[src/rtl/wp_cmd_seq.sv]
module wp_cmd_seq #(
  parameter int AW = 17,
  parameter int DW = 8,
  parameter int CW = 15,
  parameter logic [CW-1:0] A_HI  = 15'h5555,
  parameter logic [CW-1:0] A_LO  = 15'h2AAA,
  parameter logic [DW-1:0] D_KEY1 = 8'hAA,
  parameter logic [DW-1:0] D_KEY2 = 8'h55,
  parameter logic [DW-1:0] D_WRT  = 8'hA0,
  parameter logic [DW-1:0] D_ERS  = 8'h80,
  parameter logic [DW-1:0] D_ERS2 = 8'h10
) (
  input  logic          clk,
  input  logic          rst,
  input  logic          wr_stb,
  input  logic [AW-1:0] wr_addr,
  input  logic [DW-1:0] wr_data,
  input  logic          wr_done,
  output logic          protect_en,
  output logic          write_grant,
  output logic          erase_req,
  output logic          load_en,
  output logic [AW-1:0] load_addr,
  output logic [DW-1:0] load_data
);

  logic [2:0] st, st_n;
  wire [CW-1:0] a = wr_addr[CW-1:0];

  wire k1  = wr_stb && a == A_HI && wr_data == D_KEY1;
  wire k2  = wr_stb && a == A_LO && wr_data == D_KEY2;
  wire kw  = wr_stb && a == A_HI && wr_data == D_WRT;
  wire ke  = wr_stb && a == A_HI && wr_data == D_ERS;
  wire ke2 = wr_stb && a == A_HI && wr_data == D_ERS2;

  wire unlock_hit = st == 3'd2 && kw;
  wire erase_hit  = st == 3'd5 && ke2;
  wire restart    = k1 ? 1'b1 : 1'b0;

  always_comb begin
    st_n = st;
    if (wr_stb) begin
      case (st)
        3'd0: st_n = k1 ? 3'd1 : 3'd0;
        3'd1: st_n = k2 ? 3'd2 : {2'b00, restart};
        3'd2: st_n = ke ? 3'd3 : {2'b00, restart};
        3'd3: st_n = k1 ? 3'd4 : 3'd0;
        3'd4: st_n = k2 ? 3'd5 : {2'b00, restart};
        3'd5: st_n = ke2 ? 3'd0 : {2'b00, restart};
        default: st_n = 3'd0;
      endcase
    end
  end

  always_ff @(posedge clk) begin
    if (rst) begin
      st          <= 3'd0;
      protect_en  <= 1'b0;
      write_grant <= 1'b0;
      erase_req   <= 1'b0;
      load_en     <= 1'b0;
      load_addr   <= '0;
      load_data   <= '0;
    end else begin
      st        <= st_n;
      erase_req <= erase_hit;
      if (unlock_hit) protect_en <= 1'b1;
      if (unlock_hit) write_grant <= 1'b1;
      else if (wr_done) write_grant <= 1'b0;
      load_en   <= wr_stb && (!protect_en || write_grant);
      load_addr <= wr_addr;
      load_data <= wr_data;
    end
  end

  p_prot_sticky_r2: assert property (@(posedge clk) disable iff (rst)
    protect_en |=> protect_en);

  p_grant_release_r3: assert property (@(posedge clk) disable iff (rst)
    (write_grant && wr_done && !wr_stb) |=> !write_grant);

  p_grant_needs_prot_r3: assert property (@(posedge clk) disable iff (rst)
    write_grant |-> protect_en);

  p_erase_pulse_r4: assert property (@(posedge clk) disable iff (rst)
    erase_req |=> !erase_req);

  p_pass_open_r7: assert property (@(posedge clk) disable iff (rst)
    (wr_stb && !protect_en) |=> (load_en && load_data == $past(wr_data)));

  p_block_locked_r8: assert property (@(posedge clk) disable iff (rst)
    (wr_stb && protect_en && !write_grant) |=> !load_en);

endmodule

[config.mk]
export PLATFORM = sky130hd
export DESIGN_NAME = wp_cmd_seq
export DESIGN_NICKNAME = d
export VERILOG_FILES = /design/src/rtl/wp_cmd_seq.sv
export SDC_FILE = /design/constraint.sdc
export NUM_CORES = 1
export LEC_CHECK = 0
export ABC_AREA = 1
export BUFFER_PORTS_ARGS = -buffer_cell sky130_fd_sc_hd__clkbuf_2
export CAP_MARGIN = 30
export CORE_MARGIN = 2
export CORE_UTILIZATION = 46
export CTS_BUF_LIST = sky130_fd_sc_hd__clkbuf_16
export CTS_CLUSTER_DIAMETER = 120
export DETAILED_ROUTE_END_ITERATION = 10
export PLACE_DENSITY = 0.84
export REMOVE_ABC_BUFFERS = 1
export SLEW_MARGIN = 20
export SYNTH_ARGS = -nofsm -noshare
export SYNTH_HDL_FRONTEND = slang
export SYNTH_SLANG_ARGS = --single-unit
[constraint.sdc]
create_clock -name clk -period 1.2 [get_ports clk]
set_input_delay 0.24 -clock clk [delete_from_list [all_inputs] [get_ports clk]]
set_output_delay 0.24 -clock clk [all_outputs]
set_load 0.05 [all_outputs]
==> summary.md, run 1 <==
| Metric | Value |
|---|---|
| Outcome | finished, violations left |
| Violated checks | negative setup slack |
| CP required | 1.40 ns |
| Post-synth top area share | 47.1% |
| Count of cell types in the netlist | 18 |
| Commonest cells post-synth | nor2_1 (54), inv_1 (39), nand2_1 (36), dfxtp_1 (32), nand3_1 (11) |
| DR vias | 1421 |
| Drt total wl | 3.23 mm |
| Critical path startpoint category | flop |
| Core Area | 0.00278 sq mm |
| Num CTS Buffers | 5 |
| Area grow syn2layout | 41.5% |
| Die width | 58.4 um |
| Worst Hold Launch | wr_addr[15] |
| Worst path max stage delay | 0.35 ns |
| RSZ-0062 raised after global routing | true |
| Layout net count | 302 |
| Leak | 1.05 nW |
| Tmin final | 1.26 ns |
| Routed vias/inst | 4.66 |
| 1st-pass router iterations | 4 |
| Clock Path Buffers | 2 |
| Post-synth top area cell | dfxtp_1 |
| Initial Utilization | 48.9% |
| # DRC | 0 |
| CTS H-tree depth | 2 |
| Ys Warns | 0 |
| Critical Path Sink Type | flop |
| Die Y | 58.4 um |
| Worst relative slew slack | 80.6% |
| Max Clock Freq | 793 MHz |
| Endpoints failing setup | 1 |
| Vias in the first global route | 1189 |
| Count leader, synth | nor2_1 |
| Synth top area cells | dfxtp_1 (47%), nor2_1 (15%), inv_1 (11%), nand2_1 (9.9%), nand3_1 (4.0%) |
| Async set or reset register ratio after synthesis | 0% |
| IO Port Bufs | 57 |
| CP cell instances | inv_4 -> nor3_4 -> nand2_1 -> nor2_1 -> nand2_1 -> nand3_2 -> nand3_2 -> a21oi_2 |
| Comb pwr share | 15.7% |
| Start point of the critical path | st[1]$_SDFFE_PP0P_ |
| GRT overflow | 0 |
| WL/cell | 10.6 um |
| # hold bufs at CTS | 0 |
| EDFF count, synth | 0 |
| Synth Cell Area | 0.00136 sq mm |
| Share of post-route cells with drive strength above 1 | 33.6% |
| First-pass GRT wire length | 5.06 mm |
| GPL Wtd Cong | 0.926 |
| FILL cells | 248 |
| Fin Setup TNS | -0.0606 ns |
| Sw Share | 27.1% |
| GRT Overall Usage | 19.9% |
| CTS clk-pin slew, worst paths | 0.05 ns |
| Row Count | 19 |
| Initial antenna violation count | 0 |
| Ports | 58 |
| Setup WS post-layout | -0.0606 ns |
| Clock Latency Late Sink | 0.27 ns |
| Largest net degree at the start of global routing | 20 |
| Crit Path Class | flop to flop |
| Max Cap Violations | 0 |
| Antenna viol nets, final | 0 |
| Die area | 0.00341 sq mm |
| Worst slew pin tran | 0.291 ns |
| Tot Pwr | 2.72 mW |
| Worst-path maximum fanout | 5 |
| CP max stage cell | dfxtp_2 |
| Clock power share | 42.9% |
| HPWL Detailed | 2.50 mm |
| Area of the multi-input gates | 567 sq um |
| Switching power | 737 uW |
| P per Cell Area | 1410 mW/mm^2 |
| Hold WC Path Type | input port to flop |
| Max Slew Vio Count | 0 |
| Worst path arrival time | 1.46 ns |
| CTS tree | done |
| Mapped Cells | 202 |
| Share of power burned in registers | 41.4% |
| DRT iter0 DRCs | 60 |
| R2R Path Start | st[1]$_SDFFE_PP0P_ |
| FF+latch area | 643 sq um |
| Final Cycle Share | 105% |
| Clk_skew | 0.00125 ns |
| VDD IR max | 1.26 mV |
| Syn Area/Cell | 6.73 sq um |
| Cell Int Power | 1.99 mW |
| # diodes | 0 |
| Num Clock Sinks | 32 |
| Synth Flop Type | dfxtp_1 |
| Final core occ | 69.2% |
| Root buf cell | clkbuf_16 |
| Final hold violations | 0 |
| #FFs+latches synth | 32 |
| Sequential area share after synthesis | 47.1% |
==> cells in the final DEF, fill, tap and decap left out <==
master     synthesis  routed
clkinv_2           0       2
nor4_1             1       1
o211ai_1           2       2
inv_2              3       3
a21oi_2            0       1
nor2_4             1       1
inv_1             39      38
o21ai_0            3       3
clkinv_1           1       2
dfxtp_1           32      30
nor3_4             0       1
buf_4              0       9
clkbuf_2           0      57
dfxtp_2            0       2
buf_12             0       1
nand3_1           11      10
inv_4              0       1
a21oi_1            3       2
nor2_2             4       4
clkbuf_16          0       5
nor2_1            54      54
nand2_2            1       1
nand2_1           36      36
nand3_2            3       4
nand4_1            4       4
==> state kept, by name (all words and copies together), names as in the netlist <==
name	flops
erase_req	1
load_addr	17
load_data	8
load_en	1
protect_en	1
st	3
write_grant	1
==> kinds of logic after synthesis <==
family                 synth area share, %
AND/OR/NAND/NOR                       36.9
buffers and inverters                 12.7
flip-flops                            47.1
AO/OA/AOI/OAI                         3.31
==> metrics by stage <==
step                      instances  hold slack (ns)  cell area (sq um)  worst slack (ns)
after floorplan                 199            0.309               1350             0.177
after detailed placement        296            0.439               1750           -0.0711
after CTS                       304            0.156               1900            0.0102
after global placement          296            0.434               1750          -0.00325
after global routing            305            0.175               1920            -0.107
final                           305            0.156               1920           -0.0606
==> critical path: cells and delay by family, from the launching register on <==
family	cells	cell delay [ns]
DFF	1	0.35
AOI/OAI and AO/OA	1	0.14
and+or+nand+nor	6	0.65
buffers and inverters	1	0.05
==> per-layer routing <==
layer / part of all wire [%] / vias up / wire, um / global-route usage, %
met1: 41 / 617 / 1340 / 24.7
li1: - / 744 / - / -
met5: 0 / - / 0 / 0
met3: 8.8 / 4 / 283 / 6.37
met4: 1.6 / 0 / 51 / 9.30
met2: 48 / 56 / 1560 / 31.3
==> power by group through the flow <==
stage               Clock (mW)  Sequential (mW)  Combinational, mW
floorplan                    0             1.31             0.0884
global placement             0             1.15              0.419
detailed placement           0             1.15              0.424
CTS                       1.18             1.13              0.427
global route              1.24             1.13              0.462
finish                    1.17             1.13              0.427
==> layout make-up <==
cell class | count | area share [%]
Clock buffer | 5 | 6.50
Clock inverter | 3 | 0.715
Inverter | 43 | 8.52
Multi-Input combinational cell | 124 | 29.5
Tap cell | 31 | 2.02
Timing Repair Buffer | 67 | 19.4
Sequential cell | 32 | 33.4
==> what timing repair did <==
item,in CTS,in global routing
buffers inserted,0,1
resized for setup,1,7
endpoints found under the setup margin,1,2
pin swaps,0,7
==> worst paths after layout <==
| kind | to | depth (start not counted) | slack, ns |
|---|---|---|---|
| worst max register to register | st[0]$_SDFFE_PP0P_ | 8 | -0.06 |
| worst max-delay path | st[0]$_SDFFE_PP0P_ | 8 | -0.06 |
| worst min-delay path | load_addr[15]$_SDFF_PP0_ | 3 | 0.16 |
| worst min register to register | protect_en$_SDFFE_PP0P_ | 2 | 0.49 |
Power figures use the tool's default switching activity.
==> run 2: changes to the inputs <==
Settings changed: ABC_CLOCK_PERIOD_IN_PS set to 1200, RECOVER_POWER set to 50.
==> run 2 against run 1 <==
Compared with the run above: the flow still finishes with violations (negative setup slack); critical path depth did not move; clock power barely moved; power fell by 0.24%; wire length rose by 0.15%; critical path type unchanged; largest cell class unchanged.
==> summary.md, run 2 (synthesis gave the netlist of run 1 again) <==
| Metric | Value |
|---|---|
| Ports | 58 (unchanged) |
| Die width | 58.4 um (unchanged) |
| Share of post-route cells with drive strength above 1 | 33.2% (-0.36 points) |
| GRT overflow | 0 (unchanged) |
| Initial Utilization | 48.9% (unchanged) |
| CP max stage cell | dfxtp_2 |
| Row Count | 19 (unchanged) |
| RSZ-0062 raised after global routing | true |
| Most common cell after layout, fill and taps aside | clkbuf_2 |
| CP cell instances | inv_4 -> nor3_4 -> nand2_1 -> nor2_1 -> nand2_1 -> nand3_2 -> nand3_2 -> a21oi_2 |
| CP required | 1.40 ns (about the same) |
| R2R Path Start | st[1]$_SDFFE_PP0P_ |
| Worst relative slew slack | 64.3% (-16 points) |
| Die area | 0.00341 sq mm (unchanged) |
| Worst path arrival time | 1.46 ns (about the same) |
| Endpoints failing setup | 1 (unchanged) |
| Crit Path Class | flop to flop |
| Max Slew Vio Count | 0 (unchanged) |
| Final core occ | 68.6% (-0.58 points) |
| Worst slew pin tran | 0.535 ns (+0.244 ns) |
| Tmin final | 1.26 ns (+0.0000294 ns) |
| DR vias | 1420 (-0.070%) |
| Violated checks | negative setup slack |
| Largest regs | load_addr x17, load_data x8, st x3 |
| Vias in the first global route | 1189 (unchanged) |
| Hold WC Path Type | input port to flop |
| Clk_skew | 0.00125 ns (unchanged) |
| HPWL Detailed | 2.50 mm (unchanged) |
| First-pass GRT wire length | 5.06 mm (unchanged) |
| 1st-pass router iterations | 4 (unchanged) |
| Largest net degree at the start of global routing | 20 (unchanged) |
| Outcome | finished, violations left |
| P per Cell Area | 1420 mW/mm^2 (+0.61%) |
| Worst Hold Launch | wr_addr[15] |
| Num Clock Sinks | 32 (unchanged) |
| Max Cap Violations | 0 (unchanged) |
| Reg-to-reg slack, setup | -0.06 ns (about the same) |
| IO Port Bufs | 57 (unchanged) |
| Routed vias/inst | 4.66 (about the same) |
| Die Y | 58.4 um (unchanged) |
| Critical Path Sink Type | flop |
| Num CTS Buffers | 5 (unchanged) |
| # hold bufs at CTS | 0 (unchanged) |
| Max Clock Freq | 793 MHz (about the same) |
| Hold path depth | 3 (unchanged) |
| Hold WS | 0.156 ns (+0.00000100 ns) |
| Clock Latency Late Sink | 0.27 ns (about the same) |
| Most frequent cells in the layout | clkbuf_2 (57), nor2_1 (54), inv_1 (38) |
| DRT iter0 DRCs | 60 (unchanged) |
| # DRC | 0 (unchanged) |
| Critical R2R Capture | st[0]$_SDFFE_PP0P_ |
| Initial antenna violation count | 0 (unchanged) |
| WL/cell | 10.6 um (+0.15%) |
| Critical path startpoint category | flop |
| VDD IR max | 1.26 mV (unchanged) |
| Worst-path maximum fanout | 5 (unchanged) |
| Final hold violations | 0 (unchanged) |
| Clock Path Buffers | 2 (unchanged) |
| Worst path max stage delay | 0.35 ns (about the same) |
| Leak | 1.05 nW (-0.78%) |
| Worst r2r path cells | 8 (unchanged) |
| Area grow syn2layout | 40.3% |
| Root buf cell | clkbuf_16 |
| Start point of the critical path | st[1]$_SDFFE_PP0P_ |
| Setup WS post-layout | -0.0606 ns (-0.0000294 ns) |
| Final Cycle Share | 105% (about the same) |
| Largest register FFs | 17 (unchanged) |
| CTS tree | done |
| GPL Wtd Cong | 0.926 (unchanged) |
| Layout net count | 302 (unchanged) |
| WHS Endpoint | load_addr[15]$_SDFF_PP0_ |
| Drt total wl | 3.24 mm (+0.15%) |
| GRT Overall Usage | 19.9% (unchanged) |
| CTS H-tree depth | 2 (unchanged) |
| CTS clk-pin slew, worst paths | 0.05 ns (about the same) |
| Core Area | 0.00278 sq mm (unchanged) |
| Antenna viol nets, final | 0 (unchanged) |
| # diodes | 0 (unchanged) |
| Most flops, register | load_addr |
run 2: cell type report:
cell class	count	area [sq um]
clock buffer	5	125
fill	250	873
inverter	43	164
tap	31	38.8
sequential	32	643
multi-input combinational	124	567
clock inverter	3	13.8
timing repair buffer	67	357
run 2: worst max path at each step:
stage	cells past startpoint	slack, ns	endpoint
2_1_floorplan	8	0.18	st[0]$_SDFFE_PP0P_
3_3_place_gp	9	-0.003	st[0]$_SDFFE_PP0P_
3_5_place_dp	10	-0.07	st[0]$_SDFFE_PP0P_
4_1_cts	7	0.01	st[0]$_SDFFE_PP0P_
5_1_grt	8	-0.11	st[0]$_SDFFE_PP0P_
6_report	8	-0.06	st[0]$_SDFFE_PP0P_
run 2: critical path, delay by kind of cell, from the launching register on:
family | cells | cell delay (ns)
buffers and inverters | 1 | 0.05
flip-flops | 1 | 0.35
AND/OR/NAND/NOR | 6 | 0.65
AO/OA/AOI/OAI | 1 | 0.14
run 2: what timing repair did:
| action | 4_1_cts | 5_1_grt |
|---|---|---|
| pin swaps | 0 | 7 |
| setup endpoints to repair | 1 | 2 |
| buffers inserted | 0 | 1 |
| gates cloned | 0 | 0 |
| endpoints found under the hold margin | 0 | 0 |
| resized for setup | 1 | 7 |
run 2: layer usage:
metal	up-vias	GRT usage, %	share of wire, %
met3	4	6.37	8.7
met4	0	9.30	1.6
met5	-	0	0
met1	616	24.7	41
li1	744	-	-
met2	56	31.3	48
run 2: per-stage QoR:
step	setup TNS, ns	cell area, sq um	setup WS [ns]	cells	total power [mW]
2_1_floorplan	0	1350	0.177	199	1.40
3_3_place_gp	-0.00586	1750	-0.00325	296	1.57
3_5_place_dp	-0.105	1750	-0.0711	296	1.57
4_1_cts	0	1900	0.0102	304	2.73
5_1_grt	-0.151	1910	-0.107	305	2.82
6_report	-0.0606	1910	-0.0606	305	2.72
run 2: where the power goes:
part	switching (mW)	total [mW]	internal (mW)
clock network	0.418	1.17	0.751
logic	0.303	0.420	0.117
registers	0.0147	1.13	1.11
total	0.736	2.72	1.98
==> run 3: changes to the inputs <==
Settings changed: CORE_ASPECT_RATIO set to 0.75, CORE_UTILIZATION 46 to 45, PLACE_DENSITY 0.84 to 0.82.
==> run 3 against run 2 <==
Compared with the run above: the run now ends clean; global-route usage down 0.65 points; critical path depth unchanged; wire length down 4.0%; cell area down 0.98%; die area up 2.2%; critical path type unchanged; highest routed layer unchanged.
==> summary.md, run 3 (synthesis gave the netlist of run 1 again) <==
| Metric | Value |
|---|---|
| FILL cells | 247 (-1.2%) |
| CTS H-tree depth | 2 (unchanged) |
| Clk_skew | 0.00317 ns (+0.00191 ns) |
| Clock Latency Late Sink | 0.27 ns (about the same) |
| Worst slew pin tran | 0.286 ns (-0.249 ns) |
| Critical Path Sink Type | flop |
| WL/cell | 10.1 um (-4.7%) |
| # diodes | 0 (unchanged) |
| Initial Utilization | 46.7% (-2.2 points) |
| R2R Path Start | st[1]$_SDFFE_PP0P_ |
| CP Buf/Inv Count | 1 (unchanged) |
| Reg-to-reg slack, setup | 0.04 ns (+0.10 ns) |
| Final hold violations | 0 (unchanged) |
| Vias in the first global route | 1133 (-4.7%) |
| Most common cell after layout, fill and taps aside | clkbuf_2 |
| Endpoints failing setup | 0 (-1) |
| Most frequent cells in the layout | clkbuf_2 (57), nor2_1 (54), inv_1 (39) |
| RSZ-0062 raised after global routing | true |
| Die area | 0.00348 sq mm (+2.2%) |
| 1st-pass router iterations | 4 (unchanged) |
| Max Clock Freq | 864 MHz (+8.9%) |
| Layout net count | 298 (-1.3%) |
| Largest net degree at the start of global routing | 23 (+15%) |
| GRT Overall Usage | 19.2% (-0.65 points) |
| GPL Wtd Cong | 0.943 (+1.8%) |
| Routed vias/inst | 4.49 (-3.6%) |
| Worst Hold Launch | wr_addr[15] |
| Largest register FFs | 17 (unchanged) |
| Drt total wl | 3.11 mm (-4.0%) |
| Largest regs | load_addr x17, load_data x8, st x3 |
| WHS Endpoint | load_addr[15]$_SDFF_PP0_ |
| Worst relative slew slack | 81.0% (+17 points) |
| IO Port Bufs | 57 (unchanged) |
| Row Count | 17 (-2) |
| DRT iter0 DRCs | 87 (+45%) |
| Num CTS Buffers | 5 (unchanged) |
| Fin area | 0.00189 sq mm (-0.98%) |
| CTS tree | done |
| Worst path arrival time | 1.37 ns (-0.09 ns) |
| Max Slew Vio Count | 0 (unchanged) |
| Num Clock Sinks | 32 (unchanged) |
| Max Cap Violations | 0 (unchanged) |
| Worst path max stage delay | 0.33 ns (-0.02 ns) |
| Final Cycle Share | 96.4% (-8.6 points) |
| Critical R2R Capture | st[0]$_SDFFE_PP0P_ |
| VDD IR max | 0.831 mV (-34%) |
| # DRC | 0 (unchanged) |
| Root buf cell | clkbuf_16 |
| Ports | 58 (unchanged) |
| Most flops, register | load_addr |
| HPWL Detailed | 2.40 mm (-4.1%) |
| Antenna viol nets, final | 0 (unchanged) |
| Hold WC Path Type | input port to flop |
| Clock Path Buffers | 2 (unchanged) |
| Total setup buffers inserted after CTS | 0 (unchanged) |
| Start point of the critical path | st[1]$_SDFFE_PP0P_ |
| Hold path depth | 3 (unchanged) |
| Hold WS | 0.157 ns (+0.000253 ns) |
| CP max stage cell | dfxtp_2 |
| GRT overflow | 0 (unchanged) |
| Tot Pwr | 2.69 mW (-1.1%) |
| First-pass GRT wire length | 4.89 mm (-3.4%) |
| Final core occ | 64.8% (-3.8 points) |
| CP cell instances | inv_2 -> nor3_2 -> nand2_1 -> nor2_1 -> nand2_1 -> nand3_2 -> nand3_2 -> a21oi_2 |
| Core Area | 0.00291 sq mm (+4.8%) |
| DR vias | 1378 (-3.0%) |
| Die width | 67.5 um (+16%) |
| Fin Setup TNS | 0 ns (+0.0606 ns) |
| Delay-heaviest family, CP | simple AND/OR/NAND/NOR gates |
| P per Cell Area | 1420 mW/mm^2 (about the same) |
| Crit Path Class | flop to flop |
| CP required | 1.41 ns (about the same) |
| Area grow syn2layout | 38.9% |
| Share of post-route cells with drive strength above 1 | 32.3% (-0.87 points) |
| Dpl cell area | 0.00174 sq mm (-0.78%) |
| Critical path startpoint category | flop |
| Worst r2r path cells | 8 (unchanged) |
| Outcome | completed |
| Tmin final | 1.16 ns (-0.103 ns) |
| Worst-path maximum fanout | 5 (unchanged) |
| Die Y | 51.6 um (-12%) |
| CTS clk-pin slew, worst paths | 0.05 ns (about the same) |
| Initial antenna violation count | 0 (unchanged) |
| Leak | 1.03 nW (-1.1%) |
[run 3: cell count changes in the layout (fill, tap and decap cells not counted), sizes merged]
cell,before,now
buf,9,6
clkinv,4,2
clkbuf,63,62
inv,42,43
[run 3: worst max-delay path by stage]
| stage | end | slack, ns | cells past startpoint |
|---|---|---|---|
| after CTS | st[0]$_SDFFE_PP0P_ | 0.04 | 7 |
| after global placement | st[0]$_SDFFE_PP0P_ | -0.0002 | 7 |
| final | st[0]$_SDFFE_PP0P_ | 0.04 | 8 |
| after floorplan | st[0]$_SDFFE_PP0P_ | 0.18 | 8 |
| after detailed placement | st[0]$_SDFFE_PP0P_ | -0.04 | 10 |
| after global routing | st[0]$_SDFFE_PP0P_ | -0.04 | 8 |
[run 3: stage by stage]
| step | std cells | worst slack, ns |
|---|---|---|
| after floorplan | 199 | 0.177 |
| after CTS | 307 | 0.0371 |
| after global placement | 300 | -0.000191 |
| after detailed placement | 300 | -0.0378 |
| after global routing | 307 | -0.0358 |
| final | 307 | 0.0428 |
[run 3: power by group]
group / total (mW) / internal [mW] / switching (mW)
Combinational: 0.422 / 0.117 / 0.305
Sequential: 1.13 / 1.11 / 0.0136
Clock: 1.14 / 0.740 / 0.397
[run 3: layout make-up]
cell class | instances | area (sq um) | share of cell area [%]
flip-flops and latches | 32 | 643 | 34.0
well taps | 38 | 47.5 | 2.52
inverters | 43 | 161 | 8.54
repair buffers | 63 | 343 | 18.1
multi-input cells | 124 | 561 | 29.7
clock buffers | 5 | 125 | 6.62
clock inverters | 2 | 8.76 | 0.464
[run 3: tightest hold or removal path: stages]
cell and delay, ns:
clkbuf_2 0.08, inv_1 0.04, nor2_1 0.03
[run 3: layer usage]
| layer | vias to the layer above | GRT usage, % | wire length (um) |
|---|---|---|---|
| met5 | - | 0 | 0 |
| met4 | 0 | 8.16 | 47 |
| met3 | 7 | 8.87 | 362 |
| met2 | 56 | 27.8 | 1270 |
| met1 | 583 | 24.4 | 1430 |
| li1 | 732 | - | - |
[run 3: what timing repair did]
item,in CTS,in global routing
pin swaps,0,5
hold endpoints to repair,0,0
hold buffers,0,0
setup endpoints to repair,1,2
gates resized for setup,1,5
